$ cat src/rtl/mode_switch_pkg.sv
package mode_switch_pkg;

  typedef enum logic [3:0] {
    ST_IDLE,
    ST_SAVE,
    ST_LOAD,
    ST_MUXON,
    ST_MODEON,
    ST_EMIT,
    ST_REST,
    ST_MUXOFF,
    ST_MODEOFF
  } stateT;

  // Per-cycle strobes from the control to the datapath
  typedef struct packed {
    logic capEnter;
    logic capExit;
    logic spillWr;
    logic loadWr;
    logic loadSel;
    logic restRd;
    logic restWr;
    logic emit;
    logic muxOn;
    logic muxOff;
    logic modeOn;
    logic modeOff;
  } strobeT;

endpackage

$ cat src/rtl/mode_switch_ctrl.sv
module mode_switch_ctrl
  import mode_switch_pkg::*;
#(
  parameter int WORDS      = 4,
  parameter int MAX_CYCLES = 10,
  localparam int IDX_W = $clog2(WORDS),
  localparam int CNT_W = $clog2(WORDS + 1),
  localparam int RUN_W = $clog2(MAX_CYCLES + 2)
) (
  input  logic             clk,
  input  logic             rstN,
  input  logic             enterReq,
  input  logic             exitReq,
  input  logic             seqMode,
  output strobeT           stb,
  output logic [IDX_W-1:0] idx,
  output logic [IDX_W-1:0] wIdx,
  output logic             busy
);

  localparam logic [CNT_W-1:0] LAST_SAVE = CNT_W'(WORDS - 1);
  localparam logic [CNT_W-1:0] REST_END  = CNT_W'(WORDS);
  localparam logic [CNT_W-1:0] LAST_LOAD = CNT_W'(1);

  stateT            state, nextState;
  logic [CNT_W-1:0] cnt, nextCnt;
  logic [IDX_W-1:0] prevIdx;
  logic [RUN_W-1:0] busyRun;
  logic             takeEnter, takeExit;

  assign takeEnter = (state == ST_IDLE) && enterReq && !seqMode;
  assign takeExit  = (state == ST_IDLE) && exitReq && seqMode;
  assign busy      = (state != ST_IDLE);
  assign idx       = cnt[IDX_W-1:0];
  assign wIdx      = prevIdx;

  always_comb begin
    nextState = state;
    nextCnt   = cnt;
    unique case (state)
      ST_IDLE: begin
        nextCnt = '0;
        if (takeEnter)     nextState = ST_SAVE;
        else if (takeExit) nextState = ST_EMIT;
      end
      ST_SAVE: begin
        if (cnt == LAST_SAVE) begin
          nextState = ST_LOAD;
          nextCnt   = '0;
        end else begin
          nextCnt = cnt + 1'b1;
        end
      end
      ST_LOAD: begin
        if (cnt == LAST_LOAD) begin
          nextState = ST_MUXON;
          nextCnt   = '0;
        end else begin
          nextCnt = cnt + 1'b1;
        end
      end
      ST_MUXON:  nextState = ST_MODEON;
      ST_MODEON: nextState = ST_IDLE;
      ST_EMIT: begin
        nextState = ST_REST;
        nextCnt   = '0;
      end
      ST_REST: begin
        if (cnt == REST_END) begin
          nextState = ST_MUXOFF;
          nextCnt   = '0;
        end else begin
          nextCnt = cnt + 1'b1;
        end
      end
      ST_MUXOFF:  nextState = ST_MODEOFF;
      ST_MODEOFF: nextState = ST_IDLE;
      default:    nextState = ST_IDLE;
    endcase
  end

  always_comb begin
    stb          = '0;
    stb.capEnter = takeEnter;
    stb.capExit  = takeExit;
    stb.spillWr  = (state == ST_SAVE);
    stb.loadWr   = (state == ST_LOAD);
    stb.loadSel  = cnt[0];
    stb.restRd   = (state == ST_REST) && (cnt != REST_END);
    stb.restWr   = (state == ST_REST) && (cnt != '0);
    stb.emit     = (state == ST_EMIT);
    stb.muxOn    = (state == ST_MUXON);
    stb.muxOff   = (state == ST_MUXOFF);
    stb.modeOn   = (state == ST_MODEON);
    stb.modeOff  = (state == ST_MODEOFF);
  end

  always_ff @(posedge clk) begin
    if (!rstN) begin
      state   <= ST_IDLE;
      cnt     <= '0;
      prevIdx <= '0;
      busyRun <= '0;
    end else begin
      state   <= nextState;
      cnt     <= nextCnt;
      prevIdx <= idx;
      if (!busy)             busyRun <= '0;
      else if (busyRun != '1) busyRun <= busyRun + 1'b1;
    end
  end

  // a transition never holds busy beyond the cycle budget
  assert_transition_bound_R7: assert property (@(posedge clk) disable iff (!rstN)
    busyRun <= RUN_W'(MAX_CYCLES));

  // idle in sequential mode without an exit request stays idle
  assert_enter_ignored_R9: assert property (@(posedge clk) disable iff (!rstN)
    (!busy && seqMode && !exitReq) |=> !busy);

  // idle in dataflow mode without an entry request stays idle
  assert_exit_ignored_R9: assert property (@(posedge clk) disable iff (!rstN)
    (!busy && !seqMode && !enterReq) |=> !busy);

endmodule

$ cat src/rtl/mode_switch_dp.sv
module mode_switch_dp
  import mode_switch_pkg::*;
#(
  parameter int                DATA_W     = 16,
  parameter int                WORDS      = 4,
  parameter int                MEM_AW     = 8,
  parameter logic [MEM_AW-1:0] SPILL_BASE = 8'hF0,
  localparam int IDX_W = $clog2(WORDS)
) (
  input  logic              clk,
  input  logic              rstN,
  input  strobeT            stb,
  input  logic [IDX_W-1:0]  idx,
  input  logic [IDX_W-1:0]  wIdx,
  input  logic              busy,
  input  logic [DATA_W-1:0] opA,
  input  logic [DATA_W-1:0] opB,
  input  logic [DATA_W-1:0] finalResult,
  output logic [IDX_W-1:0]  metaRdAddr,
  input  logic [DATA_W-1:0] metaRdData,
  output logic              metaWrEn,
  output logic [IDX_W-1:0]  metaWrAddr,
  output logic [DATA_W-1:0] metaWrData,
  output logic              memWrEn,
  output logic              memRdEn,
  output logic [MEM_AW-1:0] memAddr,
  output logic [DATA_W-1:0] memWrData,
  input  logic [DATA_W-1:0] memRdData,
  output logic              tokOutValid,
  output logic [DATA_W-1:0] tokOutData,
  output logic              addrSelIr,
  output logic              fetchCounter,
  output logic              seqMode,
  output logic              intakeEn,
  output logic              done
);

  logic [DATA_W-1:0] opAQ, opBQ, resQ;

  always_ff @(posedge clk) begin
    if (!rstN) begin
      opAQ         <= '0;
      opBQ         <= '0;
      resQ         <= '0;
      addrSelIr    <= 1'b0;
      fetchCounter <= 1'b0;
      seqMode      <= 1'b0;
      done         <= 1'b0;
    end else begin
      if (stb.capEnter) begin
        opAQ <= opA;
        opBQ <= opB;
      end
      if (stb.capExit) resQ <= finalResult;
      if (stb.muxOn)       addrSelIr <= 1'b1;
      else if (stb.muxOff) addrSelIr <= 1'b0;
      if (stb.modeOn) begin
        fetchCounter <= 1'b1;
        seqMode      <= 1'b1;
      end else if (stb.modeOff) begin
        fetchCounter <= 1'b0;
        seqMode      <= 1'b0;
      end
      done <= stb.modeOn | stb.modeOff;
    end
  end

  // Spill side: metadata read feeds the memory write in the same cycle
  assign metaRdAddr = stb.spillWr ? idx : '0;
  assign memWrEn    = stb.spillWr;
  assign memWrData  = stb.spillWr ? metaRdData : '0;
  assign memRdEn    = stb.restRd;
  assign memAddr    = (stb.spillWr | stb.restRd) ? SPILL_BASE + MEM_AW'(idx) : '0;

  // Metadata writes: operand load or delayed restore write
  assign metaWrEn   = stb.loadWr | stb.restWr;
  assign metaWrAddr = stb.loadWr ? IDX_W'(stb.loadSel) : (stb.restWr ? wIdx : '0);
  always_comb begin
    if (stb.loadWr)      metaWrData = stb.loadSel ? opBQ : opAQ;
    else if (stb.restWr) metaWrData = memRdData;
    else                 metaWrData = '0;
  end

  assign tokOutValid = stb.emit;
  assign tokOutData  = stb.emit ? resQ : '0;
  assign intakeEn    = !seqMode && !busy;

  // no memory or metadata traffic outside a transition
  assert_ports_quiet_R8: assert property (@(posedge clk) disable iff (!rstN)
    (metaWrEn || memWrEn || memRdEn) |-> busy);

  // the mode flag only moves together with the completion pulse
  assert_mode_at_end_R7: assert property (@(posedge clk) disable iff (!rstN)
    !$stable(seqMode) |-> done);

  // completion pulse follows the end of busy
  assert_done_after_busy_R7: assert property (@(posedge clk) disable iff (!rstN)
    $fell(busy) |-> done);

  // address source switches before the mode on entry
  assert_mux_first_R4: assert property (@(posedge clk) disable iff (!rstN)
    $rose(seqMode) |-> $past(addrSelIr));

  // address source switches back before the mode on exit
  assert_mux_back_first_R4: assert property (@(posedge clk) disable iff (!rstN)
    $fell(seqMode) |-> !$past(addrSelIr));

  // a token is emitted only while in sequential mode
  assert_emit_in_seq_R5: assert property (@(posedge clk) disable iff (!rstN)
    tokOutValid |-> (seqMode && busy));

endmodule

$ cat src/rtl/mode_switch_seq.sv
module mode_switch_seq
  import mode_switch_pkg::*;
#(
  parameter int                DATA_W     = 16,
  parameter int                WORDS      = 4,
  parameter int                MEM_AW     = 8,
  parameter logic [MEM_AW-1:0] SPILL_BASE = 8'hF0,
  parameter int                MAX_CYCLES = 10,
  localparam int IDX_W = $clog2(WORDS)
) (
  input  logic              clk,
  input  logic              rstN,
  input  logic              enterReq,
  input  logic              exitReq,
  input  logic [DATA_W-1:0] opA,
  input  logic [DATA_W-1:0] opB,
  input  logic [DATA_W-1:0] finalResult,
  output logic [IDX_W-1:0]  metaRdAddr,
  input  logic [DATA_W-1:0] metaRdData,
  output logic              metaWrEn,
  output logic [IDX_W-1:0]  metaWrAddr,
  output logic [DATA_W-1:0] metaWrData,
  output logic              memWrEn,
  output logic              memRdEn,
  output logic [MEM_AW-1:0] memAddr,
  output logic [DATA_W-1:0] memWrData,
  input  logic [DATA_W-1:0] memRdData,
  output logic              tokOutValid,
  output logic [DATA_W-1:0] tokOutData,
  output logic              addrSelIr,
  output logic              fetchCounter,
  output logic              seqMode,
  output logic              intakeEn,
  output logic              busy,
  output logic              done
);

  strobeT           stb;
  logic [IDX_W-1:0] idx, wIdx;

  mode_switch_ctrl #(
    .WORDS(WORDS), .MAX_CYCLES(MAX_CYCLES)
  ) i_ctrl (
    .clk(clk), .rstN(rstN), .enterReq(enterReq), .exitReq(exitReq),
    .seqMode(seqMode), .stb(stb), .idx(idx), .wIdx(wIdx), .busy(busy)
  );

  mode_switch_dp #(
    .DATA_W(DATA_W), .WORDS(WORDS), .MEM_AW(MEM_AW), .SPILL_BASE(SPILL_BASE)
  ) i_dp (
    .clk(clk), .rstN(rstN), .stb(stb), .idx(idx), .wIdx(wIdx), .busy(busy),
    .opA(opA), .opB(opB), .finalResult(finalResult),
    .metaRdAddr(metaRdAddr), .metaRdData(metaRdData),
    .metaWrEn(metaWrEn), .metaWrAddr(metaWrAddr), .metaWrData(metaWrData),
    .memWrEn(memWrEn), .memRdEn(memRdEn), .memAddr(memAddr),
    .memWrData(memWrData), .memRdData(memRdData),
    .tokOutValid(tokOutValid), .tokOutData(tokOutData),
    .addrSelIr(addrSelIr), .fetchCounter(fetchCounter), .seqMode(seqMode),
    .intakeEn(intakeEn), .done(done)
  );

endmodule

$ cat config.mk
export PLATFORM = sky130hd
export DESIGN_NAME = mode_switch_seq
export DESIGN_NICKNAME = d
export VERILOG_FILES = /design/src/rtl/mode_switch_pkg.sv /design/src/rtl/mode_switch_ctrl.sv /design/src/rtl/mode_switch_dp.sv /design/src/rtl/mode_switch_seq.sv
export SDC_FILE = /design/constraint.sdc
export NUM_CORES = 1
export LEC_CHECK = 0
export BUFFER_PORTS_ARGS = -buffer_cell sky130_fd_sc_hd__buf_2
export CORE_ASPECT_RATIO = 2
export CORE_MARGIN = 5
export CORE_UTILIZATION = 46
export CTS_CLUSTER_DIAMETER = 120
export DETAILED_ROUTE_END_ITERATION = 16
export HOLD_SLACK_MARGIN = 0.08
export PLACE_DENSITY = 0.84
export SLEW_MARGIN = 10
export SYNTH_ARGS = -nofsm -noshare
export SYNTH_HDL_FRONTEND = slang
export SYNTH_SLANG_ARGS = --single-unit
$ cat constraint.sdc
create_clock -name clk -period 2.8 [get_ports clk]
set_input_delay 0.56 -clock clk [delete_from_list [all_inputs] [get_ports clk]]
set_output_delay 0.56 -clock clk [all_outputs]
set_load 0.01 [all_outputs]
* Yosys cells after proc, flatten, opt, wreduce, memory -nomap -nowiden
Index checks and enable logic that the tools add are counted.
Word-level totals: ROM bits 0, bits in writable memories 0, register bits after elaboration 60, word-level logic and storage cells 70, bits in latches 0, memories kept 0
Cells by class: muxes and demuxes 23, magnitude comparators 0, multipliers 0, bitwise gates (word level) 3, equality and inequality tests 16, add/subtract/negate cells 2, shift operators 0, reduce and logical (&&, ||, !) cells 17, div/mod/pow operators 0
Operators with widths (number):
- $mux 16 | 5
- $pmux 4 s7 | 1
- $mux 4 | 5
- $eq 4x3->1 const B | 4
- $pmux 3 s4 | 1
- $mux 3 | 3
- $eq 4x2->1 const B | 2
- $mux 8 | 1
- $reduce_bool 4->1 | 2
- $logic_and 1x1->1 | 7
- $add 5x3->6 const A | 1
- $mux 2 | 3
- $eq 4x1->1 const B | 1
- $eq 4x4->1 const B | 1
- $logic_not 4->1 | 1
- $mux 1 | 4
- $ne 2x1->1 const B | 2
- $reduce_and 4->1 | 1
- $reduce_bool 2->1 | 2
- $add 3x1->3 const B | 1
- $eq 3x1->1 const B | 1
- $eq 3x2->1 const B | 1
- $eq 3x3->1 const B | 1
- $ne 3x1->1 const B | 1
- 6 further kinds | 9

* Depth between registers and ports, before layout
Gate-level depths: netlist of the first run.
depth in word-level cells 6, mapped depth 10, depth with buffers taken out 7

* By module
Synthesis of the first run repeated with hierarchy kept, for this count alone.
Second synthesis, totals: cells, all modules 340, area total of the unflattened synthesis 3335.7 um^2
Modules (own cells, without submodules):
- mode_switch_dp | times used 1, cells each 256, seq. area each 1021.0 um^2, area an instance 2651.3 um^2
- mode_switch_ctrl | times used 1, cells each 84, seq. area each 180.2 um^2, area an instance 684.4 um^2

* Least setup slack after synthesis of the first run
OpenSTA, ideal clock, no wires.
path kind reg-to-output, start point register i_ctrl.cnt[0], end point output metaWrData[13], arrival 2010 ps, stages on the path, launching flop included 11, setup slack 230 ps, cells stage by stage dfxtp_1 > buf_2 > buf_2 > inv_1 > ha_1 > nor2b_1 > and3b_1 > buf_2 > buf_2 > nand2_1 > o21ai_0
On the way: word-level cells in the longest chain between the ends 4
Ends and longest elaborated chain:
- start: declaration | RTL line mode_switch_ctrl.sv:26 | logic [CNT_W-1:0] cnt, nextCnt;
- start signal: assignment | RTL line mode_switch_ctrl.sv:106 | cnt <= nextCnt;
- $reduce_bool 3->1 | RTL line mode_switch_ctrl.sv:90 | stb.restWr = (state == ST_REST) && (cnt != '0);
- $logic_and 1x1->1 | RTL line mode_switch_ctrl.sv:90
- $mux 16 | RTL line mode_switch_dp.sv:80 | else if (stb.restWr) metaWrData = memRdData;
- $mux 16 * | RTL line mode_switch_dp.sv:79 | if (stb.loadWr) metaWrData = stb.loadSel ? opBQ : opAQ;
- end: declaration | RTL line mode_switch_seq.sv:22 | output logic [DATA_W-1:0] metaWrData,
Mark *: on every way between the ends. The rest lies on a longest branch, timed or not.

* Worst setup path after layout of the first run
start point register i_ctrl.state[1], end point output metaWrData[9]
On the way: word-level cells in the longest chain between the ends 4
Ends and longest elaborated chain:
- start: declaration | RTL line mode_switch_ctrl.sv:25 | stateT state, nextState;
- start signal: assignment | RTL line mode_switch_ctrl.sv:105 | state <= nextState;
- $eq 4x3->1 | RTL line mode_switch_ctrl.sv:90
- $logic_and 1x1->1 | RTL line mode_switch_ctrl.sv:90
- $mux 16 | RTL line mode_switch_dp.sv:80
- $mux 16 * | RTL line mode_switch_dp.sv:79
Marks and branches as above.

==> results of run 1 <==
## logic make-up (layout without fill, tap and decap cells)
group,after synthesis,count (layout),share of synthesized area
adder cells (fa/ha/maj),5,5,0.01960
buffers and inverters,47,182,0.08036
flip-flops,60,60,0.3763
XOR/XNOR,2,2,0.005489
AO/OA/AOI/OAI,83,83,0.1772
multiplexers,17,17,0.05331
AND/OR/NAND/NOR,192,192,0.2866
other,1,2,0.001175
## layer usage
| layer | up-vias | track usage | share of wire |
|---|---|---|---|
| met5 | - | 0 | 0 |
| met4 | 0 | 0.08046 | 0.018 |
| met3 | 16 | 0.07632 | 0.13 |
| met2 | 145 | 0.3080 | 0.44 |
| met1 | 1340 | 0.2213 | 0.42 |
| li1 | 1598 | - | - |
## final cells by class
class                      count  area (um^2)
timing repair buffer         156        793.3
clock inverter                 4        70.07
fill                         602         2611
sequential                    60         1201
clock buffer                  12        266.5
multi-input combinational    301         1740
inverter                      10        37.54
tap                           90        112.6
## worst paths after layout
check,from,depth (start not counted),end
hold reg to reg,i_dp.opBQ[1],2,i_dp.opBQ[1]
hold / removal,i_dp.opBQ[1],2,i_dp.opBQ[1]
setup reg to reg,i_ctrl.state[1],5,i_dp.opAQ[0]
setup / recovery,i_ctrl.state[1],6,metaWrData[9]
## stage by stage
stage	hold slack [ns]	worst slack (ns)	util	instances
6_report	0.4505	0.2239	0.6178	633
5_1_grt	0.4695	0.05469	0.6178	633
4_1_cts	0.4522	0.1459	0.6175	633
3_5_place_dp	0.4452	0.5059	0.5682	617
3_3_place_gp	0.4396	0.5804	0.5682	617
2_1_floorplan	0.4344	0.2305	-	408
## sequential cells by signal (all words and copies together) (netlist names)
signal and cells:
i_ctrl.cnt 3, i_ctrl.state 4, i_dp.resQ 16, i_ctrl.wIdx 2, i_dp.opAQ 16, i_dp.fetchCounter 1
i_dp.opBQ 16, i_dp.addrSelIr 1, i_dp.done 1
## cell usage in the layout (no fill, tap or decap), drive strengths merged, types with 2 or more instances in the layout
cell type and instances:
buf 156, a21oi 3, and2 21, ha 5, a211oi 2, mux2i 17, or2 2, o21ai 21
conb 2, nor2 10, o22ai 2, o211ai 2, a21boi 48, nor4b 2, dfxtp 60, clkinv 2
and3 20, nand3 3, clkbuf 12, nor2b 4, bufinv 2, nand2b 5, nand2 120, inv 10
## power breakdown
| part | leakage [nW] | switching [mW] | internal, mW |
|---|---|---|---|
| clock network | 0.169 | 0.367 | 0.847 |
| logic | 1.36 | 0.761 | 0.515 |
| registers | 0.489 | 0.160 | 1.04 |
| total | 2.02 | 1.29 | 2.40 |
## worst max-delay path, stage by stage (launching register included)
cell and delay (ns):
dfxtp_1 0.69, and2_1 0.29, and3b_1 0.19, buf_4 0.23, nand2_1 0.08, o21ai_1 0.07
buf_2 0.14
==> summary.md, run 1 <==
| Metric | Value |
|---|---|
| Status | completed |
| Worst R2R Setup Slack | 0.65 ns |
| Post-synth top area share | 0.3763 |
| Overall die height | roughly 130 um |
| Initial Utilization | 0.4671 |
| Synth Instances | 407 |
| Antenna cell count | 0 |
| Largest net degree at the start of global routing | 37 |
| Via count | roughly 3.1k |
| DPL Wire Length | 5899 um |
| FMAX | approximately 0.39 GHz |
| CTS buffer count | 9 |
| Routability congestion estimate | 0.7892 |
| Crit end category | output port |
| Syn. warnings | 0 |
| First-pass GRT wire length | 13010 um |
| Layout cells sized above 1 | 0.3297 |
| Min-Delay Path Class | reg2reg |
| Leakage power | between 2 and 2.5 nW |
| P per Cell Area | 873.2 nW/um^2 |
| First-pass DRT Iterations | 4 |
| Critical path arrival | 2.02 ns |
| Synth unique cells | 42 |
| Clock Skew | 0.004542 ns |
| Die X-Extent | 68.90 um |
| Grt ovf | 0 |
| RSZ-0062 raised after global routing | false |
| Yosys top cell by area | dfxtp_1 |
| CP required | about 2.2 ns |
| Area contributors post-synth | dfxtp_1 38%, nand2_1 14%, a21boi_1 7.1%, mux2i_1 5.3%, a21boi_0 4.2% |
| Vias in the first global route | 2922 |
| Power, Total | 3.686 mW |
| Final Cell Area | about 4200 um^2 |
| Via density | 4.896 |
| Top Ports | 154 |
| Post-route ant nets | 0 |
| # rows | 43 |
| Max-slew violations | 0 |
| Root buffer cell | clkbuf_16 |
| Clock transition at path regs | 0.05 ns |
| Final Hold Viols | 0 |
| Worst skew pair latency | 0.32 ns |
| GRT Overall Usage | 0.1922 |
| Fin Setup TNS | 0 ns |
| Ys async rst share | 0 |
| Cells resized by post-CTS repair | 0 |
| Crit share post-route | 0.9200 |
| VDD IR max | around 0.61 mV |
| Max Cap Viol | 0 |
| Post-Syn Area | 3192 um^2 |
| Synthesized area per cell | 7.842 um^2 |
| Antenna violations before repair | 0 |
| Setup violations, final | 0 |
| Port Buffers | 151 |
| Worst-Margin Slew | 1.064 ns |
| DRC | 0 |
| Maximum clock path buffer count | 2 |
| Final Routed Wirelength | 8260 um |
| Nets@finish | 627 |
| Slew margin rel. | 0.2909 |
| DIE AREA | approximately 9000 um^2 |
| Ys flop type | dfxtp_1 |
| Final worst path period need | about 2.6 ns |
| Synthesized flop and latch total | 60 |
| TritonCTS clock tree | yes |
| Num Clock Sinks | 60 |
| Top post-synthesis cells by count | 120 x nand2_1, 60 x dfxtp_1, 30 x a21boi_1, 21 x and2_1, 20 x and3_1 |
| Crit start category | flip-flop |
| Post-synth EDFFs | 0 |
| Crit Path Category | reg2out |
| Most common cell in the netlist | nand2_1 |
| Total core area | roughly 6800 um^2 |
| Post-CTS setup buffer count | 0 |
| CTS H-tree lvls | 3 |
| Hold_buf cts | 0 |
| DR iter-0 viols | 101 |
| Syn-to-layout area delta | 32.26% |
| Wire per inst | 13.05 um |
| CP max FO | 18 |
| Placed instance area | slightly below 4000 um^2 |
| Sequential area share after synthesis | 0.3763 |
No activity file was read; power rests on OpenSTA's default activity.
==> run 2, diff against run 1 <==
--- a/config.mk
+++ b/config.mk
@@ -5,14 +5,15 @@
 export SDC_FILE = /design/constraint.sdc
 export NUM_CORES = 1
 export LEC_CHECK = 0
+export ABC_AREA = 1
 export BUFFER_PORTS_ARGS = -buffer_cell sky130_fd_sc_hd__buf_2
 export CORE_ASPECT_RATIO = 2
 export CORE_MARGIN = 5
-export CORE_UTILIZATION = 46
+export CORE_UTILIZATION = 47
 export CTS_CLUSTER_DIAMETER = 120
 export DETAILED_ROUTE_END_ITERATION = 16
 export HOLD_SLACK_MARGIN = 0.08
-export PLACE_DENSITY = 0.84
+export PLACE_DENSITY = 0.85
 export SLEW_MARGIN = 10
 export SYNTH_ARGS = -nofsm -noshare
 export SYNTH_HDL_FRONTEND = slang
==> summary.md, run 2 <==
| Metric | Value |
|---|---|
| Critical path arrival | 2.01 ns (about the same) |
| Crit end category | output port |
| Biggest regs | i_dp.opAQ: 16 flops, i_dp.opBQ: 16 flops, i_dp.resQ: 16 flops |
| Sw frac | 0.4316 (+0.08214) |
| Antenna violations before repair | 0 (unchanged) |
| Most common cell in the netlist | nor2_1 |
| First-pass DRT Iterations | 4 (unchanged) |
| Max-slew violations | 0 (unchanged) |
| Most common cell after layout, fill and taps aside | buf_2 |
| Crit Path Category | reg2out |
| Clock power share | 0.243 (-0.086) |
| Total core area | 6674 um^2 (-2.3%) |
| Final design utilization | 0.6295 (+0.01171) |
| Worst R2R Setup Slack | 0.73 ns (+0.08 ns) |
| Post-synth top area share | 0.3714 (-0.004950) |
| Syn-to-layout area delta | 29.90% |
| Via count | 3527 (+14%) |
| Final Hold Viols | 0 (unchanged) |
| Num Clock Sinks | 60 (unchanged) |
| Overall die height | 127.3 um (-0.38%) |
| Min-Delay Path Class | reg2reg |
| Slew margin rel. | 0.5764 (+0.2855) |
| Final worst path period need | 2.574 ns (-0.002232 ns) |
| Crit start category | flip-flop |
| Setup ws final | 0.2261 ns (+0.002232 ns) |
| Internal power | 2.278 mW (-5.0%) |
| Area contributors post-synth | dfxtp_1 37%, nor2_1 17%, o21ai_0 7.7%, inv_1 6.6%, o31ai_4 5.3% |
| RSZ-0062 raised after global routing | false |
| Yosys top cell by area | dfxtp_1 |
| Most frequent cells in the layout | 151 x buf_2, 147 x nor2_1, 60 x dfxtp_1 |
| First-pass GRT wire length | 14630 um (+12%) |
| Post-Place Cells | 680 (+10%) |
| # rows | 42 (-2.3%) |
| Vias in the first global route | 3341 (+14%) |
| Port Buffers | 151 (unchanged) |
| Worst-Margin Slew | 0.6338 ns (-0.4298 ns) |
| Post-synth EDFFs | 0 (unchanged) |
| Synth unique cells | 28 (-33%) |
| Synthesized flop and latch total | 60 (unchanged) |
| Finished Layout Cells | 696 (+10%) |
| Initial Utilization | 0.4846 (+0.01750) |
| Multi-input logic area | 1610 um^2 (-7.5%) |
| VDD IR max | 0.4937 mV (-19%) |
| CP max FO | 24 (+6) |
| Nets@finish | 692 (+10%) |
| Leakage power | 2.171 nW (+7.4%) |
| Worst skew pair latency | 0.33 ns (about the same) |
| Dpl ws | 0.3902 ns (-0.1157 ns) |
| FMAX | 0.3885 GHz (about the same) |
| Clock Skew | 0.005646 ns (+0.001104 ns) |
| Ys async rst share | 0 (unchanged) |
| Synthesized area per cell | 6.882 um^2 (-12%) |
| Clock transition at path regs | 0.05 ns (about the same) |
| Ys flop type | dfxtp_1 |
| Net Sw Power | 1.730 mW (+34%) |
| Max Cap Viol | 0 (unchanged) |
| Maximum clock path buffer count | 2 (unchanged) |
| Layout cells sized above 1 | 0.3141 (-0.01551) |
| Antenna cell count | 0 (unchanged) |
| Sequential area share after synthesis | 0.3714 (-0.004950) |
| Fin Hold WS | 0.4537 ns (+0.003248 ns) |
| Synth Instances | 470 (+15%) |
| DIE AREA | 8741 um^2 (-0.73%) |
| Die X-Extent | 68.66 um (-0.35%) |
| TritonCTS clock tree | yes |
| Post-CTS setup buffer count | 0 (unchanged) |
| Power share of the sequential group | 0.302 (-0.022) |
| Combinational power share | 0.455 (+0.109) |
| Status | completed |
| DRC | 0 (unchanged) |
| CTS buffer count | 9 (unchanged) |
| Placed instance area | 3935 um^2 (+1.4%) |
| Power, Total | 4.007 mW (+8.7%) |
| Top post-synthesis cells by count | 147 x nor2_1, 60 x dfxtp_1, 57 x inv_1, 50 x o21ai_0, 31 x nand2_1 |
| Final Routed Wirelength | 9627 um (+17%) |
| Final Cell Area | 4202 um^2 (-0.47%) |
| Post-Syn Area | 3234 um^2 (+1.3%) |
| Via density | 5.068 (+3.5%) |
| Post-route ant nets | 0 (unchanged) |
| Largest net degree at the start of global routing | 34 (-8.1%) |
| Register Area | 1201 um^2 (unchanged) |
| Fill count | 638 (+6.0%) |
| Crit share post-route | 0.9193 (about the same) |
| Setup violations, final | 0 (unchanged) |
| Syn. warnings | 0 (unchanged) |
| Grt ovf | 0 (unchanged) |
| GRT Overall Usage | 0.2203 (+0.02815) |
| DR iter-0 viols | 180 (+78%) |
| Fin Setup TNS | 0 ns (unchanged) |
| Top Ports | 154 (unchanged) |
| CTS H-tree lvls | 3 (unchanged) |
| Wire per inst | 13.83 um (+6.0%) |
| Root buffer cell | clkbuf_16 |
| DPL Wire Length | 7308 um (+24%) |
| Routability congestion estimate | 0.9126 (+16%) |
| CP required | 2.24 ns (about the same) |
| P per Cell Area | 953.8 nW/um^2 (+9.2%) |
-- run 2: layout make-up --
cell class	instances	area share
Clock buffer	14	0.06045
Clock inverter	2	0.002382
Inverter	61	0.05479
Multi-Input combinational cell	316	0.3833
Sequential cell	60	0.2859
Tap cell	88	0.02621
Timing Repair Buffer	155	0.1870
-- run 2: power groups by stage --
stage          clock (mW)  combinational [mW]  sequential (mW)
3_3_place_gp            0                1.76             1.21
6_report            0.975                1.82             1.21
4_1_cts             0.978                1.82             1.21
2_1_floorplan           0                1.40             1.20
5_1_grt              1.02                2.05             1.24
3_5_place_dp            0                1.80             1.22
-- run 2: timing repair --
action                     CTS  global route
setup endpoints to repair    0            17
hold buffers                 0             0
gates resized for setup      0             1
-- run 2: logic make-up (layout without fill, tap and decap cells) --
| family | count (synthesis) | in the layout | synth area share |
|---|---|---|---|
| AO/OA/AOI/OAI | 92 | 92 | 0.1911 |
| buffers and inverters | 95 | 232 | 0.1327 |
| AND/OR/NAND/NOR | 217 | 217 | 0.2843 |
| flip-flops | 60 | 60 | 0.3714 |
| other | 1 | 2 | 0.001159 |
| adder cells (fa/ha/maj) | 5 | 5 | 0.01934 |
-- run 2: per-layer routing --
metal / vias to the layer above / track usage / share of wire
met5: - / 0 / 0
met4: 0 / 0.1372 / 0.043
met3: 42 / 0.03779 / 0.068
met2: 156 / 0.3989 / 0.54
met1: 1579 / 0.2177 / 0.35
li1: 1750 / - / -
-- run 2: final timing paths --
path | startpoint | to | depth (start not counted)
worst max-delay path | i_ctrl.state[2] | tokOutData[3] | 5
worst min-delay path | i_dp.resQ[6] | i_dp.resQ[6] | 2
worst max register to register | i_ctrl.state[3] | i_dp.opAQ[1] | 7
worst min register to register | i_dp.resQ[6] | i_dp.resQ[6] | 2
-- run 2: worst max-delay path, stage by stage (launching register included) --
cell	delay [ns]
dfxtp_1	0.43
inv_2	0.09
nor2_4	0.45
nand2_2	0.35
nor2_1	0.20
buf_2	0.15
